`config.mk`:
```
export PLATFORM = sky130hd
export DESIGN_NAME = dac_wr_seq
export DESIGN_NICKNAME = d
export VERILOG_FILES = /design/src/rtl/dac_wr_seq.sv
export SDC_FILE = /design/constraint.sdc
export NUM_CORES = 1
export LEC_CHECK = 0
export ABC_AREA = 1
export CAP_MARGIN = 30
export CORE_UTILIZATION = 53
export DETAILED_ROUTE_END_ITERATION = 8
export PLACE_DENSITY = 0.79
export SYNTH_ARGS = -nofsm -noshare
export SYNTH_HDL_FRONTEND = slang
export SYNTH_SLANG_ARGS = --single-unit
```
`constraint.sdc`:
```
create_clock -name clk -period 1.85 [get_ports clk]
set_input_delay 0.37 -clock clk [delete_from_list [all_inputs] [get_ports clk]]
set_output_delay 0.37 -clock clk [all_outputs]
set_load 0.03 [all_outputs]
```
`src/rtl/dac_wr_seq.sv`:
```
module dac_wr_seq #(
  parameter int CLK_PS      = 8000,
  parameter int ASU_PS      = 5000,
  parameter int DSU_PS      = 25000,
  parameter int PW_PS       = 20000,
  parameter int HOLD_PS     = 0,
  parameter int SETTLE_PS   = 6000000,
  parameter int WAKE_PS     = 13000000,
  parameter int DW          = 8
) (
  input  logic          clk,
  input  logic          rst_n,
  input  logic          cmd_valid,
  output logic          cmd_ready,
  input  logic [1:0]    cmd_chan,
  input  logic [DW-1:0] cmd_code,
  output logic [1:0]    dac_addr,
  output logic [DW-1:0] dac_data,
  output logic          dac_wr_n,
  output logic          settled
);
  localparam int A0 = (ASU_PS + CLK_PS - 1) / CLK_PS;
  localparam int D0 = (DSU_PS + CLK_PS - 1) / CLK_PS;
  localparam int P0 = (PW_PS + CLK_PS - 1) / CLK_PS;
  localparam int H0 = (HOLD_PS + CLK_PS - 1) / CLK_PS;
  localparam int S0 = (SETTLE_PS + CLK_PS - 1) / CLK_PS;
  localparam int W0 = (WAKE_PS + CLK_PS - 1) / CLK_PS;
  localparam int ASET = (A0 < 1) ? 1 : A0;
  localparam int HOLD = (H0 < 1) ? 1 : H0;
  localparam int SETC = (S0 < 1) ? 1 : S0;
  localparam int WAKC = (W0 < 1) ? 1 : W0;
  localparam int L0   = (P0 > D0 - ASET) ? P0 : D0 - ASET;
  localparam int LOW  = (L0 < 1) ? 1 : L0;
  localparam int CMAX = (ASET > LOW) ? ((ASET > HOLD) ? ASET : HOLD) : ((LOW > HOLD) ? LOW : HOLD);
  localparam int CW   = $clog2(CMAX + 1);
  localparam int TMAX = (WAKC > SETC) ? WAKC : SETC;
  localparam int TW   = $clog2(TMAX + 1);

  typedef enum logic [1:0] {IDLE, SETUP, STRB, HOLDS} st_t;

  st_t           st;
  logic [CW-1:0] cnt;
  logic [TW-1:0] tmr;
  logic          asleep, waking;

  assign cmd_ready = (st == IDLE);

  always_ff @(posedge clk or negedge rst_n) begin
    if (!rst_n) begin
      st <= IDLE;
      cnt <= '0;
      tmr <= '0;
      dac_addr <= '0;
      dac_data <= '0;
      dac_wr_n <= 1'b1;
      asleep <= 1'b0;
      waking <= 1'b0;
      settled <= 1'b1;
    end else begin
      if (tmr != '0) begin
        tmr <= tmr - 1'b1;
        if (tmr == TW'(1)) begin
          settled <= 1'b1;
          waking <= 1'b0;
        end
      end
      case (st)
        IDLE: if (cmd_valid) begin
          dac_addr <= cmd_chan;
          dac_data <= cmd_code;
          settled <= 1'b0;
          tmr <= '0;
          cnt <= CW'(ASET - 1);
          st <= SETUP;
        end
        SETUP: if (cnt == '0) begin
          dac_wr_n <= 1'b0;
          cnt <= CW'(LOW - 1);
          st <= STRB;
          if (dac_addr == 2'd3) begin
            asleep <= 1'b1;
            waking <= 1'b0;
          end else begin
            tmr <= (asleep || waking) ? TW'(WAKC) : TW'(SETC);
            waking <= asleep || waking;
            asleep <= 1'b0;
          end
        end else cnt <= cnt - 1'b1;
        STRB: if (cnt == '0) begin
          dac_wr_n <= 1'b1;
          cnt <= CW'(HOLD - 1);
          st <= HOLDS;
        end else cnt <= cnt - 1'b1;
        HOLDS: if (cnt == '0) st <= IDLE;
          else cnt <= cnt - 1'b1;
        default: st <= IDLE;
      endcase
    end
  end
endmodule


```
Yosys cells after proc, flatten, opt, wreduce, memory -nomap -nowiden. Cells that the tools add are included.

Register bits: 29. Output and inout port bits: 13. Word-level logic and storage cells: 60.

Add/sub/neg operators: 2. Equality and inequality tests: 10. Muxes and demuxes: 29. Reduce and logical (&&, ||, !) cells: 10.

Operators by type and width (count): $mux W11 (5); $pmux W11 S2 (1); $mux W2 (8); $pmux W2 S4 (2); $mux W1 (12); $eq A11 B1 Y1 const B (1); $reduce_bool A11 Y1 (1); $sub A11 B1 Y11 const B (1); $ne A2 B2 Y1 const B (5); $eq A2 B2 Y1 const B (3); $reduce_and A2 Y1 (3); $logic_not A2 Y1 (2); $reduce_and A4 Y1 (1); $reduce_and A3 Y1 (1); $eq A2 B1 Y1 const B (1); $pmux W1 S2 (1); $reduce_bool A2 Y1 (1); $sub A2 B1 Y2 const B (1); $logic_or A1 B1 Y1 (1).

Logic depth before layout (Yosys ltp). Gate-level depths: netlist (run 1).

Depth after elaboration: 5. Gate-level depth with buffers: 10. Depth with buffers taken out: 10.

Least setup slack after synthesis (run 1). Ideal clock, no wire load.

Path type: register to register. From: register st[0]. To: register dac_addr[0]. Library setup time: 125 ps. Arrival time: 1482 ps. Required time: 1725 ps. Setup slack: 244 ps. Cell stages (with the launch flop): 6. Path buffers: 1. Period minus slack after synthesis: 1606 ps. Path through: dfrtp_1 > inv_1 > ha_1 > nand2_1 > buf_2 > mux2_2.

Word-level cells in the longest chain between the ends: 2.

Ends and longest elaborated chain: start, declared (RTL line 41) `st_t st;`; start signal, assigned (RTL line 50) `st <= IDLE;`; start signal, assigned (RTL line 74) `st <= SETUP;`; start signal, assigned (RTL line 79) `st <= STRB;`; $logic_not A2 Y1; net cmd_ready (RTL line 14) `output logic cmd_ready,`; $reduce_and A2 Y1 (no source line); end signal, assigned (RTL line 69) `dac_addr <= cmd_chan;`; end, declared (RTL line 17) `output logic [1:0] dac_addr,`.

The timed path passes the listed nets, and every way through them passes these cells. A chain may end at the register's enable or synchronous reset.

Final worst setup path (run 1).
From: register dac_addr[0]. To: output port dac_addr[0].

No word-level cell between the ends.

==> results of run 1 <==
==> path summary, 6_finish.rpt <==
path,startpoint,to,slack (ns),cells after the start
min in group clk,settled,settled,0.47,2
min,rst_n,tmr[0],0.41,2
max,dac_addr[0],dac_addr[0],0.08,1
min reg2reg,settled,settled,0.47,2
max reg2reg,tmr[0],tmr[4],0.22,7
max in group asynchronous,rst_n,settled,1.14,2
==> power breakdown <==
part | internal (mW) | leakage, nW | total, mW | switching, mW
registers | 0.958 | 0.350 | 1.21 | 0.250
clock network | 0.143 | 0.0310 | 0.373 | 0.230
logic | 0.851 | 0.625 | 2.14 | 1.29
==> flip-flops by register name (all words and copies together) (netlist names) <==
signal and flops:
tmr 11, cnt 2, asleep 1, dac_addr 2, dac_data 8, settled 1
waking 1, dac_wr_n 1, st 2
==> cells in the mapped netlist (2+ instances only) <==
cell type and number:
nand2_1 43, dfrtp_1 27, inv_1 25, nor2_1 21, nand3_1 13, ha_1 10, mux2_2 10, a21oi_1 6
nand4_1 5, o21ai_0 4, nand2_2 3, nor2_2 3, dfstp_2 2, nor2_4 2, o21bai_1 2, o22ai_1 2
==> cells in the final DEF (no fill, tap or decap), types with 3 or more instances in the layout <==
cell	count
clkdlybuf4s50_1	22
nand2_1	43
nand3_1	13
nand2_2	3
inv_1	25
mux2_2	10
dfrtp_1	27
a21oi_1	6
o21ai_0	4
nor2_2	3
nand4_1	5
nor2_1	21
clkbuf_4	5
buf_4	4
ha_1	10
==> area by class of cell <==
type	count	share of cell area, %
Inverter	26	4.87
Clock buffer	5	1.88
Timing Repair Buffer	29	13.9
Multi-Input combinational cell	133	40.2
Sequential cell	29	36.4
Clock inverter	3	0.875
Tap cell	31	1.94
==> repair_timing <==
action,in CTS,in global routing
endpoints found under the hold margin,0,0
pin swaps,0,0
buffers inserted,0,0
endpoints found under the setup margin,3,1
gates resized for setup,3,1
cloned,0,0
==> through the flow <==
step	utilization, %	area [um^2]
floorplan	-	1640
global placement	68.9	1950
detailed placement	68.9	1950
CTS	70.7	2000
global route	70.8	2000
finish	70.8	2000
==> logic make-up after synthesis <==
logic type               count (synthesis)  share of synthesized area [%]
multiplexers                            10                           6.89
flip-flops                              29                           44.5
adder cells (fa/ha/maj)                 10                           7.65
AND/OR/NAND/NOR                         94                           27.6
buffers and inverters                   27                           6.27
XOR/XNOR                                 2                           1.07
AO/OA/AOI/OAI                           17                           5.97
==> metal layers <==
metal	vias up	GRT usage, %	wire, um
met5	-	0	0
met4	0	6.62	30
met3	4	5.90	144
met2	40	39.5	1680
met1	635	26.9	1350
li1	675	-	-
==> worst reg2reg max path, delay by kind of cell, from the launching register on <==
family                   cells  cell delay (ns)
buffers and inverters        2             0.27
adder cells (fa/ha/maj)      1             0.19
AND/OR/NAND/NOR              4             0.63
flip-flops                   1             0.42
==> flow_metrics.py, run 1 <==
metrics = {
    "route": {
        "post_drt_wl_per_cell_um": 12.5,
        "vias": 1354,
        "postRouteAntennaNets": 0,
        "routed_wl_um": 3200,
        "avgViaCountPerCell": 5.29,
        "drtIter0Drc": 49,
        "drc": 0,
        "firstDrtPassIters": 4,
    },
    "finish": {
        "fillers": 213,
        "register_area_um2": 728,
        "area_growth_pct": 22.4,
        "diodes": 0,
        "multi_input_area_um2": 805,
        "fin_cells": 256,
        "nets": 247,
        "drive_gt1_share_pct": 16.4,
    },
    "global_route": {
        "grt_util_all_layers_pct": 22.5,
        "grt_pass1_wl_um": 5670,
        "grt_overflow_total": 0,
        "grt_max_degree": 30,
        "antenna_found_initial": 0,
        "grt_pass1_vias": 1361,
    },
    "synth": {
        "synth_top_area_share_pct": 41.3,
        "synth_edf_count": 0,
        "yosysSeqAreaShare_pct": 44.5,
        "synth_area_leaders": "dfrtp_1 41%, nand2_1 9.9%, ha_1 7.7%",
        "syn_nets": 212,
        "synthFlopType": "dfrtp_1",
        "syn_area_um2": 1640,
        "yosys.area.top_type": "dfrtp_1",
        "yosys_warnings": 0,
        "ys_types": 27,
        "async_flop_share_pct": 100,
        "synth-seq-cells": 29,
        "syn_avg_cell_area_um2": 8.65,
        "netlist_instances": 189,
    },
    "floorplanning": {
        "fp.coreArea_um2": 2830,
        "dieArea_um2": 3310,
        "io_pins": 26,
        "std_cell_rows": 19,
        "die_h_um": 57.5,
        "fp.dieW_um": 57.5,
        "start_util_pct": 57.8,
    },
    "clocking": {
        "cts.path.max_buffers": 2,
        "cts_tree": "built",
        "cts_max_level": 2,
        "clock_latency_ns": 0.32,
        "cts_buffers": 5,
        "cts_hold_buf": 0,
        "cts-root-buf": "clkbuf_4",
        "clkSinkCount": 29,
        "cts.reportedPaths.clkPinSlew_ns": 0.10,
    },
    "sta": {
        "rsz0062_at_grt": "no",
        "holdWs_ns": 0.413,
        "setup_viol": 0,
        "fin_crit_sh_pct": 95.7,
        "hold_violations": 0,
        "min_period_ns": 1.77,
        "tns_ns": 0,
        "fin_skew_ns": 0.00513,
        "slew_headroom_pct": 73.2,
        "max_freq_mhz": 565,
        "setup_ws_ns": 0.0797,
        "slew_violations": 0,
        "tightest_slew_ns": 0.398,
    },
    "pwr": {
        "fin_total_pwr_mw": 3.73,
        "vdd_drop_max_mv": 1.11,
        "power_density_nw_per_um2": 1860,
        "leakagePower_nw": 1.01,
    },
    "setup_path": {
        "crit_buf_inv": 1,
        "required_ns": 1.48,
        "cpLargestDelayFamily": "buffers and inverters",
        "cp.arrival_ns": 1.40,
        "worstSetupEndpointType": "output pin",
        "critPathSlowestCell": "clkdlybuf4s50_1",
        "start_kind": "flop",
        "cpPeakStageDelay_ns": 0.69,
        "critical_path_class": "flop to output pin",
        "critical_path.cell_chain": "clkdlybuf4s50_1",
        "crit_fanout": 3,
    },
    "place": {
        "gp_congestion": 0.879,
        "dp_hpwl_um": 2580,
        "placed_cells": 248,
        "io_buffers": 25,
        "pre_cts_ws_ns": 0.147,
    },
    "status": {
        "status": "finished, final reports clean",
    },
    "worst_hold_path": {
        "hold_class": "input port to async pin",
    },
    "flow_run": {
        "cap_violations": 0,
    },
}
Power figures use the tool's default switching activity.
==> run 2: changes to the inputs <==
CAP_MARGIN = 25   (was 30)
==> results of run 2 <==
Final layout, timing and power as in run 1 (identical DEF).
